==> src/rtl/pll_srch_pkg.sv <==
package pll_srch_pkg;

  // Candidate window for the input divider
  localparam int N_FIRST   = 3;
  localparam int N_LAST    = 25;
  // Legal integer range of the ideal feedback value
  localparam int M_LO      = 3;
  localparam int M_HI      = 64;
  // Register encoding base: code = base - value
  localparam int CODE_BASE = 65;
  // Largest post-divider exponent
  localparam int P_MAX     = 3;

  typedef enum logic [2:0] {
    ST_IDLE,
    ST_SCALE,
    ST_INC_DIV,
    ST_SEARCH,
    ST_CLK_GO,
    ST_CLK_DIV,
    ST_FINISH
  } srch_st_e;

endpackage

==> src/rtl/pll_div_seq.sv <==
// Restoring divider, one quotient bit per cycle, MSB first.
module pll_div_seq #(
  parameter int NW = 43,
  parameter int DW = 27
) (
  input  logic          clk,
  input  logic          rst_n,
  input  logic          go,
  input  logic [NW-1:0] num,
  input  logic [DW-1:0] den,
  output logic          busy,
  output logic          valid,
  output logic [NW-1:0] quot
);
  localparam int CNTW = $clog2(NW + 1);

  logic [DW-1:0]   rem_q;
  logic [DW-1:0]   den_q;
  logic [NW-1:0]   sh_q;
  logic [CNTW-1:0] cnt_q;
  logic [DW:0]     trial;
  logic [DW:0]     diff;
  logic            fits;

  assign trial = {rem_q, sh_q[NW-1]};
  assign fits  = trial >= {1'b0, den_q};
  assign diff  = trial - {1'b0, den_q};
  assign quot  = sh_q;

  always_ff @(posedge clk or negedge rst_n) begin
    if (!rst_n) begin
      rem_q <= '0;
      den_q <= '0;
      sh_q  <= '0;
      cnt_q <= '0;
      busy  <= 1'b0;
      valid <= 1'b0;
    end else begin
      valid <= 1'b0;
      if (go && !busy) begin
        sh_q  <= num;
        den_q <= den;
        rem_q <= '0;
        cnt_q <= CNTW'(NW);
        busy  <= 1'b1;
      end else if (busy) begin
        rem_q <= fits ? diff[DW-1:0] : trial[DW-1:0];
        sh_q  <= {sh_q[NW-2:0], fits};
        cnt_q <= cnt_q - 1'b1;
        if (cnt_q == CNTW'(1)) begin
          busy  <= 1'b0;
          valid <= 1'b1;
        end
      end
    end
  end


  div_go_idle_chk: assert property (@(posedge clk) disable iff (!rst_n)
    go |-> !busy);

  div_valid_end_chk: assert property (@(posedge clk) disable iff (!rst_n)
    valid |-> !busy);

endmodule

==> src/rtl/pll_cand_eval.sv <==
// Judges one candidate's accumulated feedback value against the best so far.
module pll_cand_eval
  import pll_srch_pkg::*;
#(
  parameter int AW = 48,
  parameter int FB = 16
) (
  input  logic [AW-1:0] acc,
  input  logic [FB+1:0] best_err,
  output logic          in_range,
  output logic          take,
  output logic [6:0]    m_int,
  output logic [FB-1:0] frac
);
  localparam logic [AW-1:0] LO_FX = AW'(M_LO) << FB;
  localparam logic [AW-1:0] HI_FX = AW'(M_HI) << FB;

  assign in_range = (acc >= LO_FX) && (acc <= HI_FX);
  assign frac     = acc[FB-1:0];
  assign m_int    = acc[FB+6:FB];
  assign take     = in_range && ({2'b00, frac} < best_err);

endmodule

==> src/rtl/pll_mnp_search.sv <==
module pll_mnp_search
  import pll_srch_pkg::*;
#(
  parameter int CW      = 24,
  parameter int FB      = 16,
  parameter int VCO_MIN = 1100000
) (
  input  logic            clk,
  input  logic            rst_n,
  input  logic            start,
  input  logic [CW-1:0]   ref_clk,
  input  logic [CW-1:0]   req_clk,
  input  logic [CW-1:0]   min_clk,
  input  logic [CW-1:0]   max_clk,
  output logic            busy,
  output logic            done,
  output logic [6:0]      m_code,
  output logic [6:0]      n_code,
  output logic [1:0]      p_sel,
  output logic [CW+7:0]   act_clk,
  output logic            no_solution
);
  localparam int VW  = CW + 3;       // target after up to three doublings
  localparam int NW  = VW + FB;      // divider numerator / quotient
  localparam int DW  = VW;           // divider denominator
  localparam int AW  = NW + 5;       // accumulator, holds 25 increments
  localparam int PW  = CW + 10;      // 8 * ref * m
  localparam int AKW = CW + 8;       // achieved clock width

  srch_st_e       st_q;
  logic [CW-1:0]  ref_q;
  logic [VW-1:0]  tgt_q;
  logic [1:0]     p_q;
  logic [NW-1:0]  inc_q;
  logic [AW-1:0]  acc_q;
  logic [4:0]     n_q;
  logic [6:0]     best_m_q;
  logic [4:0]     best_n_q;
  logic [FB+1:0]  best_err_q;
  logic [AKW-1:0] act_q;

  // Named internal events
  logic           scale_more;
  logic           accept_start;
  logic           search_last;
  logic           cand_in_range;
  logic           cand_take;
  logic [6:0]     cand_m;
  logic [FB-1:0]  cand_frac;
  logic           div_go;
  logic [NW-1:0]  div_num;
  logic [DW-1:0]  div_den;
  logic           div_busy;
  logic           div_valid;
  logic [NW-1:0]  div_quot;
  logic [PW-1:0]  clk_num;

  function automatic logic [CW-1:0] clamp_req(input logic [CW-1:0] r,
                                              input logic [CW-1:0] lo,
                                              input logic [CW-1:0] hi);
    logic [CW-1:0] t;
    t = r;
    if (t < lo) t = lo;
    if (t > hi) t = hi;
    return t;
  endfunction

  function automatic logic [6:0] enc_code(input logic [6:0] v);
    return 7'(CODE_BASE) - v;
  endfunction

  assign busy         = (st_q != ST_IDLE);
  assign accept_start = (st_q == ST_IDLE) && start;
  assign scale_more   = (p_q != 2'(P_MAX)) && (tgt_q < VW'(VCO_MIN));
  assign search_last  = (st_q == ST_SEARCH) && (n_q == 5'(N_LAST));
  assign clk_num      = PW'({ref_q, 3'b000}) * PW'(best_m_q);

  always_comb begin
    div_go  = 1'b0;
    div_num = '0;
    div_den = '0;
    if (st_q == ST_SCALE && !scale_more) begin
      div_go  = 1'b1;
      div_num = {tgt_q, {FB{1'b0}}};
      div_den = {ref_q, 3'b000};
    end else if (st_q == ST_CLK_GO) begin
      div_go  = 1'b1;
      div_num = NW'(clk_num);
      div_den = DW'(best_n_q);
    end
  end

  pll_div_seq #(.NW(NW), .DW(DW)) u_div (
    .clk   (clk),
    .rst_n (rst_n),
    .go    (div_go),
    .num   (div_num),
    .den   (div_den),
    .busy  (div_busy),
    .valid (div_valid),
    .quot  (div_quot)
  );

  pll_cand_eval #(.AW(AW), .FB(FB)) u_cand (
    .acc      (acc_q),
    .best_err (best_err_q),
    .in_range (cand_in_range),
    .take     (cand_take),
    .m_int    (cand_m),
    .frac     (cand_frac)
  );

  always_ff @(posedge clk or negedge rst_n) begin
    if (!rst_n) begin
      st_q        <= ST_IDLE;
      ref_q       <= '0;
      tgt_q       <= '0;
      p_q         <= '0;
      inc_q       <= '0;
      acc_q       <= '0;
      n_q         <= '0;
      best_m_q    <= '0;
      best_n_q    <= '0;
      best_err_q  <= '0;
      act_q       <= '0;
      done        <= 1'b0;
      m_code      <= '0;
      n_code      <= '0;
      p_sel       <= '0;
      act_clk     <= '0;
      no_solution <= 1'b0;
    end else begin
      done <= 1'b0;
      unique case (st_q)
        ST_IDLE: begin
          if (accept_start) begin
            ref_q <= ref_clk;
            tgt_q <= VW'(clamp_req(req_clk, min_clk, max_clk));
            p_q   <= '0;
            st_q  <= ST_SCALE;
          end
        end
        ST_SCALE: begin
          if (scale_more) begin
            tgt_q <= {tgt_q[VW-2:0], 1'b0};
            p_q   <= p_q + 2'd1;
          end else begin
            st_q <= ST_INC_DIV;
          end
        end
        ST_INC_DIV: begin
          if (div_valid) begin
            inc_q      <= div_quot;
            acc_q      <= AW'(div_quot) * AW'(N_FIRST);
            n_q        <= 5'(N_FIRST);
            best_m_q   <= '0;
            best_n_q   <= '0;
            best_err_q <= (FB+2)'(2) << FB;
            act_q      <= '0;
            st_q       <= ST_SEARCH;
          end
        end
        ST_SEARCH: begin
          if (cand_take) begin
            best_err_q <= {2'b00, cand_frac};
            best_m_q   <= cand_m;
            best_n_q   <= n_q;
          end
          acc_q <= acc_q + AW'(inc_q);
          n_q   <= n_q + 5'd1;
          if (search_last)
            st_q <= (cand_take || best_n_q != '0) ? ST_CLK_GO : ST_FINISH;
        end
        ST_CLK_GO: begin
          st_q <= ST_CLK_DIV;
        end
        ST_CLK_DIV: begin
          if (div_valid) begin
            act_q <= AKW'(div_quot >> p_q);
            st_q  <= ST_FINISH;
          end
        end
        ST_FINISH: begin
          done        <= 1'b1;
          m_code      <= enc_code(best_m_q);
          n_code      <= enc_code({2'b00, best_n_q});
          p_sel       <= p_q;
          act_clk     <= act_q;
          no_solution <= (best_n_q == '0);
          st_q        <= ST_IDLE;
        end
        default: st_q <= ST_IDLE;
      endcase
    end
  end


  done_pulse_chk: assert property (@(posedge clk) disable iff (!rst_n)
    done |=> !done);

  done_idle_chk: assert property (@(posedge clk) disable iff (!rst_n)
    done |-> !busy);

  start_ignore_chk: assert property (@(posedge clk) disable iff (!rst_n)
    (busy && start) |=> $stable(ref_q));

  p_cap_chk: assert property (@(posedge clk) disable iff (!rst_n)
    (st_q == ST_SCALE && p_q == 2'd3) |=> (st_q == ST_INC_DIV));

  n_window_chk: assert property (@(posedge clk) disable iff (!rst_n)
    (st_q == ST_SEARCH) |-> (n_q >= 5'd3 && n_q <= 5'd25));

  best_m_range_chk: assert property (@(posedge clk) disable iff (!rst_n)
    (st_q == ST_SEARCH && cand_take) |=> (best_m_q >= 7'd3 && best_m_q <= 7'd64));

  err_mono_chk: assert property (@(posedge clk) disable iff (!rst_n)
    (st_q == ST_SEARCH) |=> (best_err_q <= $past(best_err_q)));

  nosol_out_chk: assert property (@(posedge clk) disable iff (!rst_n)
    (done && no_solution) |-> (act_clk == '0 && m_code == 7'd65 && n_code == 7'd65));

  code_range_chk: assert property (@(posedge clk) disable iff (!rst_n)
    (done && !no_solution) |-> (m_code >= 7'd1 && m_code <= 7'd62 &&
                                n_code >= 7'd40 && n_code <= 7'd62));

  clk_div_idle_chk: assert property (@(posedge clk) disable iff (!rst_n)
    (st_q == ST_CLK_GO) |-> !div_busy);

endmodule

==> config.mk <==
export PLATFORM = sky130hd
export DESIGN_NAME = pll_mnp_search
export DESIGN_NICKNAME = d
export VERILOG_FILES = /design/src/rtl/pll_srch_pkg.sv /design/src/rtl/pll_div_seq.sv /design/src/rtl/pll_cand_eval.sv /design/src/rtl/pll_mnp_search.sv
export SDC_FILE = /design/constraint.sdc
export NUM_CORES = 1
export LEC_CHECK = 0
export BUFFER_PORTS_ARGS = -buffer_cell sky130_fd_sc_hd__buf_4
export CAP_MARGIN = 20
export CELL_PAD_IN_SITES_DETAIL_PLACEMENT = 2
export CELL_PAD_IN_SITES_GLOBAL_PLACEMENT = 2
export CORE_UTILIZATION = 25
export DETAILED_ROUTE_END_ITERATION = 16
export MAX_ROUTING_LAYER = met4
export PLACE_DENSITY = 0.58
export SLEW_MARGIN = 5
export SYNTH_ARGS = -nofsm -noshare
export SYNTH_HDL_FRONTEND = slang
export SYNTH_SLANG_ARGS = --single-unit
==> constraint.sdc <==
create_clock -name clk -period 7.68 [get_ports clk]
set_input_delay 1.152 -clock clk [delete_from_list [all_inputs] [get_ports clk]]
set_output_delay 1.152 -clock clk [all_outputs]
set_load 0.01 [all_outputs]
==> results of run 1 <==
==> through the flow <==
step | area [um^2] | setup slack [ns] | hold WS [ns] | power (W) | utilization
finish | 33900 | 1.45 | 0.462 | 0.0122 | 0.291
global route | 33900 | 1.02 | 0.502 | 0.0132 | 0.291
CTS | 33900 | 1.28 | 0.468 | 0.0124 | 0.291
detailed placement | 32100 | 1.30 | 0.468 | 0.00973 | 0.276
global placement | 32100 | 1.48 | 0.461 | 0.00961 | 0.276
floorplan | 29400 | 2.11 | 0.439 | 0.00752 | -
==> sequential cells by signal (all words and copies together), names as in the netlist, 17 cells and up <==
signal and flops:
act_q 32, inc_q 43, ref_q 24, best_err_q 17, tgt_q 27, u_div.den_q 27
u_div.rem_q 27, u_div.quot 43, act_clk 32, acc_q 48
==> worst register-to-register path, stage by stage, from the launching register on <==
cell and delay [ns]:
dfrtp_1 0.92, nand2_1 0.19, fa_1 0.55, fa_1 0.54, inv_1 0.06, fa_1 0.53, inv_1 0.06, fa_1 0.53
inv_1 0.04, ha_1 0.33, a21boi_0 0.18, o31ai_1 0.45, a21oi_1 0.31, a2111oi_2 0.64, o31a_1 0.31, mux2i_1 0.20
o21ai_0 0.11, a2bb2oi_1 0.20
==> layout make-up <==
type,count,area (um^2)
clock inverters,25,318
diodes,1,2.50
repair buffers,183,1420
clock buffers,72,1470
inverters,263,987
multi-input cells,2576,18500
fillers,13200,82500
flip-flops and latches,368,9210
well taps,1524,1910
==> layout by cell type, fill, tap and decap left out, drive strengths merged, types with 29 or more instances in the layout <==
cell type / instances
nand2: 552
dfrtp: 368
inv: 265
a21oi: 251
ha: 232
buf: 183
o21ai: 173
nor2: 169
and2: 126
fa: 112
a21o: 105
nand3: 88
clkbuf: 72
xor2: 63
xnor2: 59
a22o: 53
mux2: 48
nor3: 44
a211oi: 41
o211ai: 39
nand4: 34
and3: 33
mux2i: 29
a31oi: 29
==> power by group through the flow <==
| stage | Combinational [W] | Clock (W) | Sequential, W |
|---|---|---|---|
| 4_1_cts | 0.00621 | 0.00266 | 0.00353 |
| 3_3_place_gp | 0.00607 | 0 | 0.00355 |
| 3_5_place_dp | 0.00617 | 0 | 0.00356 |
| 5_1_grt | 0.00686 | 0.00273 | 0.00363 |
| 2_1_floorplan | 0.00457 | 0 | 0.00295 |
| 6_report | 0.00614 | 0.00257 | 0.00353 |
==> cell families (layout without fill, tap and decap cells) <==
kind of cell             after synthesis  after routing
AND/OR/NAND/NOR                     1146           1146
AO/OA/AOI/OAI                        859            859
buffers and inverters                446            543
flip-flops                           368            368
adder cells (fa/ha/maj)              344            344
XOR/XNOR                             122            122
multiplexers                         105            105
other                                  0              1
==> how the worst max path moves through the flow <==
| stage | startpoint | endpoint | slack [ns] | cells after the start |
|---|---|---|---|---|
| 2_1_floorplan | min_clk[17] | tgt_q[10]$_DFFE_PN0P_ | 2.11 | 24 |
| 3_5_place_dp | best_m_q[5]$_DFFE_PN0P_ | u_div.quot[31]$_DFFE_PN0P_ | 1.30 | 17 |
| 5_1_grt | best_m_q[3]$_DFFE_PN0P_ | u_div.quot[31]$_DFFE_PN0P_ | 1.02 | 19 |
| 4_1_cts | best_m_q[6]$_DFFE_PN0P_ | u_div.quot[31]$_DFFE_PN0P_ | 1.28 | 17 |
| 6_report | best_m_q[6]$_DFFE_PN0P_ | u_div.quot[31]$_DFFE_PN0P_ | 1.45 | 17 |
| 3_3_place_gp | best_m_q[5]$_DFFE_PN0P_ | u_div.quot[31]$_DFFE_PN0P_ | 1.48 | 17 |
==> routing by layer <==
metal  share of wire  routed length [um]
met4           0.019                2060
met5               0                   0
met2            0.48               52800
met1            0.48               53100
met3           0.026                2900
==> results.toml, run 1 <==
[status]
status = "finished, final reports clean"

[global_route]
grt.busiest_layer = "met2"
track_usage = 0.194
grt_max_degree = 119
gr-usage-met1 = 0.260
grt_pass1_vias = 27700
grtUsageMet3 = 0.0195
grt_pass1_wl_um = 173000
grt_use_met2 = 0.316
antenna_found_initial = 5
overflow = 0

[yosys]
ys_top_cells_by_count = "nand2_1 (552), dfrtp_1 (368), inv_1 (261), a21oi_1 (250), ha_1 (232)"
synth-xor-area-share = 0.0364
synth.distinct_cells = 82
synth_cells = 3390
ys_seq_area_frac = 0.313
async_reset_ff_frac = 1.00
ys_warn_count = 0
muxShareOfSynthArea = 0.0497
netlist.area_leader.share = 0.313
synthesis.nets = 3833
synth.most_common_cell = "nand2_1"
synth-simple-area-share = 0.178
synth_edf_count = 0
ys_seq_elements = 368
synth-adder-area-share = 0.175
synth_ff_type = "dfrtp_1"
synth_area_leader_cell = "dfrtp_1"
synth_top_family_by_area = "compound AO/OA/AOI/OAI gates"
synth_compound_area_frac = 0.189
synth_area_leaders = "dfrtp_1 (31%), ha_1 (9.9%), fa_1 (7.6%)"
synth.cell_area_um2 = 29400
avgSynthCellArea_um2 = 8.67

[floorplan]
rows = 125
start_util = 0.253
ioPinCount = 150
core_um2 = 116000
die_h_um = 345
die_w_um = 345
dieArea_um2 = 119000

[timing]
fmax_mhz = 161
fin_crit_ns = 6.23
grt_setup_unrepaired = "no"
fin_worst_skew_ns = 0.0474
finalMaxSlewViolations = 0
fin_tns_setup_ns = 0
finalHoldViolations = 0
min_period_over_period = 0.811
worst_pin_slew_ns = 1.03
max_slew_margin = 0.309
setup_violations = 0

[cts]
cts_hold_buf = 0
cts_setup_buffers = 0
cts.htree.levels = 2
root_buffer = "clkbuf_16"
clock_sinks = 368
clock_latency_ns = 0.67
cts_tree = "done"
clkTransAtPathRegs_ns = 0.06
post_cts_resized = 0
cts_max_path_buffers = 3
cts-buffers-inserted = 52

[worst_hold_path]
hold_class = "flop to flop"
min-delay-start = "act_q[15]$_DFFE_PN0P_"
holdPathStages = 2
min_to = "act_clk[15]$_DFFE_PN0P_"

[placement]
routabilityCongestion = 0.823
port_buffers = 149
dp_cells = 4914
dp_hpwl_um = 83400

[power_and_ir_drop]
combPwrFrac = 0.502
switching_share = 0.469
pwr-share-clk = 0.210
p_leak_nw = 16.2
power_switching_w = 0.00575
p_int_w = 0.00650
pwr-share-seq = 0.288
peakVddDrop_mv = 0.225
powerDensity_nw_per_um2 = 362

[routing]
vias = 25300
routed_via_density = 5.04
drtIter0Drc = 1092
ant_nets = 0
drt-total-wl_um = 111000
wl_per_cell_um = 22.1
drc = 0
firstDrtPassIters = 5

[setup_path]
worstSetupEndpointType = "flop"
cp_slowest_cell = "dfrtp_1"
ff2ff_path_depth = 17
cp_slowest_stage_delay_ns = 0.92
critical_path_arrival_ns = 6.78
r2r_slack_ns = 1.45
worst-path-max-fanout = 26
path_buf_inv = 3
crit_family = "adder cells"
critical_path_class = "flop to flop"
critPathRequiredTime_ns = 8.23
critPathLaunchType = "flop"
r2r_end = "u_div.quot[31]$_DFFE_PN0P_"
path_cells = "nand2_1 > fa_1 > fa_1 > inv_1 > fa_1 > inv_1 > fa_1 > inv_1 > ha_1 > a21boi_0 > o31ai_1 > a21oi_1 > a2111oi_2 > o31a_1 > mux2i_1 > o21ai_0 > a2bb2oi_1"
r2r-start = "best_m_q[6]$_DFFE_PN0P_"
cp_common_cell = "fa_1"

[finish]
final_cells = 5012
area_growth_syn_to_layout_pct = 15.2
drive_above_1_share = 0.110
nNetsFinal = 3887

[flow_run]
cap_violations = 0
Note: power is estimated with default switching activity, not from simulation.
==> run 2, diff against run 1 <==
==> constraint.sdc (replaced) <==
create_clock -name clk -period 6 [get_ports clk]
set_input_delay 0.9 -clock clk [delete_from_list [all_inputs] [get_ports clk]]
set_output_delay 0.9 -clock clk [all_outputs]
set_load 0.01 [all_outputs]
==> run 2 against run 1 <==
Effect of this change: flip-flop and latch count unchanged; cell area increased by 0.49%; via count up 0.18%; worst setup slack worse by 1.1 ns; die area did not move; highest routed layer unchanged.
==> results.toml, run 2 (synthesis results as in run 1) <==
[timing]
min_period_over_period = 0.945
setup_violations = 0
finalHoldViolations = 0
fmax_mhz = 176
fin_crit_ns = 5.67
finalMaxSlewViolations = 0
grt_setup_unrepaired = "no"
max_slew_margin = 0.288
fin_worst_skew_ns = 0.0331
worst_pin_slew_ns = 1.06
fin_tns_setup_ns = 0

[floorplan]
core_um2 = 116000
die_h_um = 345
dieArea_um2 = 119000
rows = 125
start_util = 0.253
ioPinCount = 150
die_w_um = 345

[global_route]
antenna_found_initial = 5
grt_pass1_wl_um = 173000
grt_pass1_vias = 27800
grt_max_degree = 125
overflow = 0
track_usage = 0.195

[cts]
cts_tree = "done"
clock_sinks = 368
cts_hold_buf = 0
cts-buffers-inserted = 52
clock_latency_ns = 0.65
clkTransAtPathRegs_ns = 0.06
root_buffer = "clkbuf_16"
cts_max_path_buffers = 3
cts.htree.levels = 2

[setup_path]
critical_path_class = "flop to flop"
critPathLaunchType = "flop"
worst-path-max-fanout = 16
critPathRequiredTime_ns = 6.50
worstSetupEndpointType = "flop"
critical_path_arrival_ns = 6.17

[finish]
layout_common_cells = "nand2_1 (550), dfrtp_1 (365), inv_1 (260)"
largest_reg_flops = 48
final_cells = 5034
nNetsFinal = 3914
max_flop_register = "acc_q"
finalInstanceArea_um2 = 34000
layout_commonest_cell = "nand2_1"
area_growth_syn_to_layout_pct = 15.8
drive_above_1_share = 0.115

[placement]
dp_hpwl_um = 84500
port_buffers = 149
routabilityCongestion = 0.816
dp_cells = 4941
post_dp_cell_area_um2 = 32300

[worst_hold_path]
hold_class = "input pin to async pin"

[status]
status = "finished, final reports clean"

[routing]
vias = 25300
firstDrtPassIters = 4
wl_per_cell_um = 22.1
drt-total-wl_um = 111000
drc = 0
drtIter0Drc = 988
routed_via_density = 5.03
ant_nets = 0

[power_and_ir_drop]
p_leak_nw = 16.4
powerDensity_nw_per_um2 = 459
peakVddDrop_mv = 0.213

[flow_run]
cap_violations = 0
## run 2: cell count changes in the layout (fill, tap and decap cells not counted), sizes merged
cell and change:
diode +1, clkbuf +3, bufinv -1, inv -1, clkinv -7, buf +27
## run 2: layout make-up
| class | instances | area (um^2) |
|---|---|---|
| fill | 13300 | 82300 |
| multi-input combinational | 2576 | 18600 |
| sequential | 368 | 9210 |
| tap | 1524 | 1910 |
| timing repair buffer | 210 | 1620 |
| clock buffer | 75 | 1500 |
| inverter | 263 | 987 |
| clock inverter | 16 | 230 |
| antenna | 2 | 5.00 |
## run 2: through the flow
| step | util | total power [W] | setup slack (ns) | hold slack, ns |
|---|---|---|---|---|
| after floorplan | - | 0.00963 | 0.679 | 0.439 |
| after global placement | 0.277 | 0.0124 | 0.311 | 0.460 |
| after detailed placement | 0.277 | 0.0125 | 0.269 | 0.465 |
| after CTS | 0.292 | 0.0159 | 0.209 | 0.275 |
| after global routing | 0.292 | 0.0169 | 0.00658 | 0.288 |
| final | 0.292 | 0.0156 | 0.331 | 0.273 |
## run 2: critical path: stages, from the launching register on
cell and delay [ns]:
dfrtp_1 0.56, buf_4 0.29, and2_1 0.18, fa_1 0.44, fa_1 0.47, fa_1 0.55
inv_1 0.05, fa_1 0.52, inv_1 0.04, ha_1 0.39, a21o_1 0.15, a21oi_1 0.07
and3_1 0.19, a21oi_1 0.50, a221o_1 0.30, nand2b_1 0.09, a32oi_1 0.23, xor2_1 0.15
a221o_1 0.34
## run 2: path summary, 6_finish.rpt
check / depth (start not counted) / to / startpoint / slack, ns
min in group clk: 3 / ref_q[13]$_DFFE_PN0P_ / ref_clk[13] / 0.47
hold reg to reg: 2 / act_clk[11]$_DFFE_PN0P_ / act_q[11]$_DFFE_PN0P_ / 0.47
hold / removal: 1 / u_div.den_q[18]$_DFFE_PN0P_ / rst_n / 0.27
max in group asynchronous: 2 / acc_q[33]$_DFFE_PN0P_ / rst_n / 4.52
setup reg to reg: 18 / u_div.quot[27]$_DFFE_PN0P_ / best_m_q[2]$_DFFE_PN0P_ / 0.33
setup / recovery: 18 / u_div.quot[27]$_DFFE_PN0P_ / best_m_q[2]$_DFFE_PN0P_ / 0.33
## run 2: metal layers
layer | track usage | up-vias | routed length, um
met2 | 0.320 | 254 | 53100
met3 | 0.0221 | 98 | 2800
met4 | 0.0380 | 0 | 2020
li1 | - | 11900 | -
met1 | 0.258 | 13000 | 53300
met5 | - | - | 0
## run 2: power breakdown
group	switching, W	total [W]	internal [W]
combinational	0.00474	0.00797	0.00322
clock	0.00127	0.00321	0.00194
sequential	0.00127	0.00444	0.00317
## run 2: timing repair
item | in CTS | in global routing
endpoints found under the setup margin | 0 | 3
resized for setup | 0 | 2
setup buffers | 0 | 0
==> run 3, diff against run 2 <==
==> constraint.sdc (replaced) <==
create_clock -name clk -period 5.52 [get_ports clk]
set_input_delay 0.828 -clock clk [delete_from_list [all_inputs] [get_ports clk]]
set_output_delay 0.828 -clock clk [all_outputs]
set_load 0.01 [all_outputs]
==> run 3 against run 2 <==
Effect of this change: via count increased by 0.88%; flip-flop and latch count unchanged; die area unchanged; critical path depth unchanged; critical path type unchanged; critical endpoint is now u_div.quot[30]$_DFFE_PN0P_; highest routed layer unchanged.
==> results.toml, run 3 (synthesis results as in run 1) <==
[cts]
clock_sinks = 368
root_buffer = "clkbuf_16"
cts_hold_buf = 0
clkTransAtPathRegs_ns = 0.06
cts-buffers-inserted = 53
cts_tree = "done"
cts.htree.levels = 2
clock_latency_ns = 0.64
cts_max_path_buffers = 3

[routing]
wl_per_cell_um = 22.0
drt-total-wl_um = 112000
drc = 0
vias = 25600
routed_via_density = 5.03
ant_nets = 0
drtIter0Drc = 1008
firstDrtPassIters = 5

[setup_path]
r2r_slack_ns = 0.18
cp_slowest_stage_delay_ns = 0.55
path_cells = "buf_6 > buf_6 > and2_1 > fa_1 > fa_1 > fa_1 > inv_1 > fa_1 > inv_1 > ha_1 > nand2_2 > or3_1 > inv_1 > o211ai_1 > a311o_1 > a21oi_2 > xor2_1 > a221o_1"
r2r_end = "u_div.quot[30]$_DFFE_PN0P_"
ff2ff_path_depth = 18
critical_path_class = "flop to flop"
worstSetupEndpointType = "flop"
r2r-start = "best_m_q[6]$_DFFE_PN0P_"
cp_slowest_cell = "fa_1"
cp_common_cell = "fa_1"
critical_path_arrival_ns = 5.85
worst-path-max-fanout = 11
critPathLaunchType = "flop"
critPathRequiredTime_ns = 6.02

[finish]
layout_commonest_cell = "nand2_1"
finalInstanceArea_um2 = 34500
multi_input_area_um2 = 18600
max_flop_register = "acc_q"
final_cells = 5083
seqCellArea_um2 = 9220
nNetsFinal = 3955
drive_above_1_share = 0.134
fill_cells = 13200
largest_reg_flops = 48
area_growth_syn_to_layout_pct = 17.4
layout_common_cells = "nand2_1 (550), dfrtp_1 (358), inv_1 (260)"

[timing]
holdWs_ns = 0.245
fin_worst_skew_ns = 0.0234
fmax_mhz = 187
finalMaxSlewViolations = 0
fin_crit_ns = 5.34
grt_setup_unrepaired = "yes"
min_period_over_period = 0.968
setup_violations = 0
max_slew_margin = 0.283
worst_pin_slew_ns = 1.07
finalHoldViolations = 0

[placement]
routabilityCongestion = 0.816
post_dp_cell_area_um2 = 32600
dp_cells = 4976
port_buffers = 149
dp_hpwl_um = 86200

[worst_hold_path]
hold_class = "input pin to async pin"

[status]
status = "finished, final reports clean"

[floorplan]
die_h_um = 345
die_w_um = 345
rows = 125
ioPinCount = 150
core_um2 = 116000
dieArea_um2 = 119000
start_util = 0.253

[flow_run]
cap_violations = 0

[global_route]
antenna_found_initial = 2
track_usage = 0.196
overflow = 0
grt_max_degree = 94
grt_pass1_wl_um = 174000
grt_pass1_vias = 28300

[power_and_ir_drop]
p_leak_nw = 16.6
peakVddDrop_mv = 0.235
powerDensity_nw_per_um2 = 498
## run 3: timing repair
item                                    CTS  global route
setup buffers                             0             5
endpoints found under the hold margin     0             0
endpoints found under the setup margin    1            11
pin swaps                                 1            14
resized for setup                         2            31
## run 3: final cells by class
type                            count  share of cell area
Multi-Input combinational cell   2576               0.540
Inverter                          263              0.0286
Tap cell                         1524              0.0553
Antenna cell                        3            0.000218
Sequential cell                   368               0.267
Timing Repair Buffer              250              0.0572
Clock buffer                       78              0.0464
Clock inverter                     21             0.00544
## run 3: worst max path at each step
stage	from	endpoint	slack [ns]	depth (start not counted)
floorplan	best_m_q[6]$_DFFE_PN0P_	u_div.quot[31]$_DFFE_PN0P_	0.22	20
CTS	best_m_q[6]$_DFFE_PN0P_	u_div.quot[31]$_DFFE_PN0P_	0.02	19
global route	best_m_q[6]$_DFFE_PN0P_	u_div.quot[30]$_DFFE_PN0P_	-0.03	18
finish	best_m_q[6]$_DFFE_PN0P_	u_div.quot[30]$_DFFE_PN0P_	0.18	18
detailed placement	req_clk[17]	tgt_q[9]$_DFFE_PN0P_	-0.02	19
global placement	req_clk[1]	tgt_q[3]$_DFFE_PN0P_	0.05	18
## run 3: metal layers
| metal | track usage | wire (um) | vias to the layer above |
|---|---|---|---|
| li1 | - | - | 12000 |
| met1 | 0.260 | 53400 | 13200 |
| met2 | 0.319 | 53200 | 264 |
| met3 | 0.0220 | 2950 | 113 |
| met4 | 0.0456 | 2480 | 0 |
| met5 | - | 0 | - |
## run 3: critical path: cells and delay by family (launching register included)
kind	cells	cell delay, ns
XOR/XNOR	1	0.09
flip-flops	1	0.45
AO/OA/AOI/OAI	4	1.14
buffers and inverters	5	0.47
adder cells (fa/ha/maj)	5	2.43
AND/OR/NAND/NOR	3	0.61
## run 3: metrics by stage
| stage | TNS [ns] | total power, W | utilization | worst slack (ns) |
|---|---|---|---|---|
| after floorplan | 0 | 0.0105 | - | 0.221 |
| after global placement | 0 | 0.0136 | 0.280 | 0.0478 |
| after detailed placement | -0.0188 | 0.0137 | 0.280 | -0.0170 |
| after CTS | 0 | 0.0174 | 0.295 | 0.0225 |
| after global routing | -0.0364 | 0.0186 | 0.297 | -0.0314 |
| final | 0 | 0.0172 | 0.297 | 0.175 |
## run 3: power by group
group / total (W) / internal (W) / switching [W] / leakage (nW)
clock network: 0.00354 / 0.00210 / 0.00143 / 0.885
registers: 0.00476 / 0.00345 / 0.00130 / 4.75
logic: 0.00889 / 0.00359 / 0.00530 / 10.9
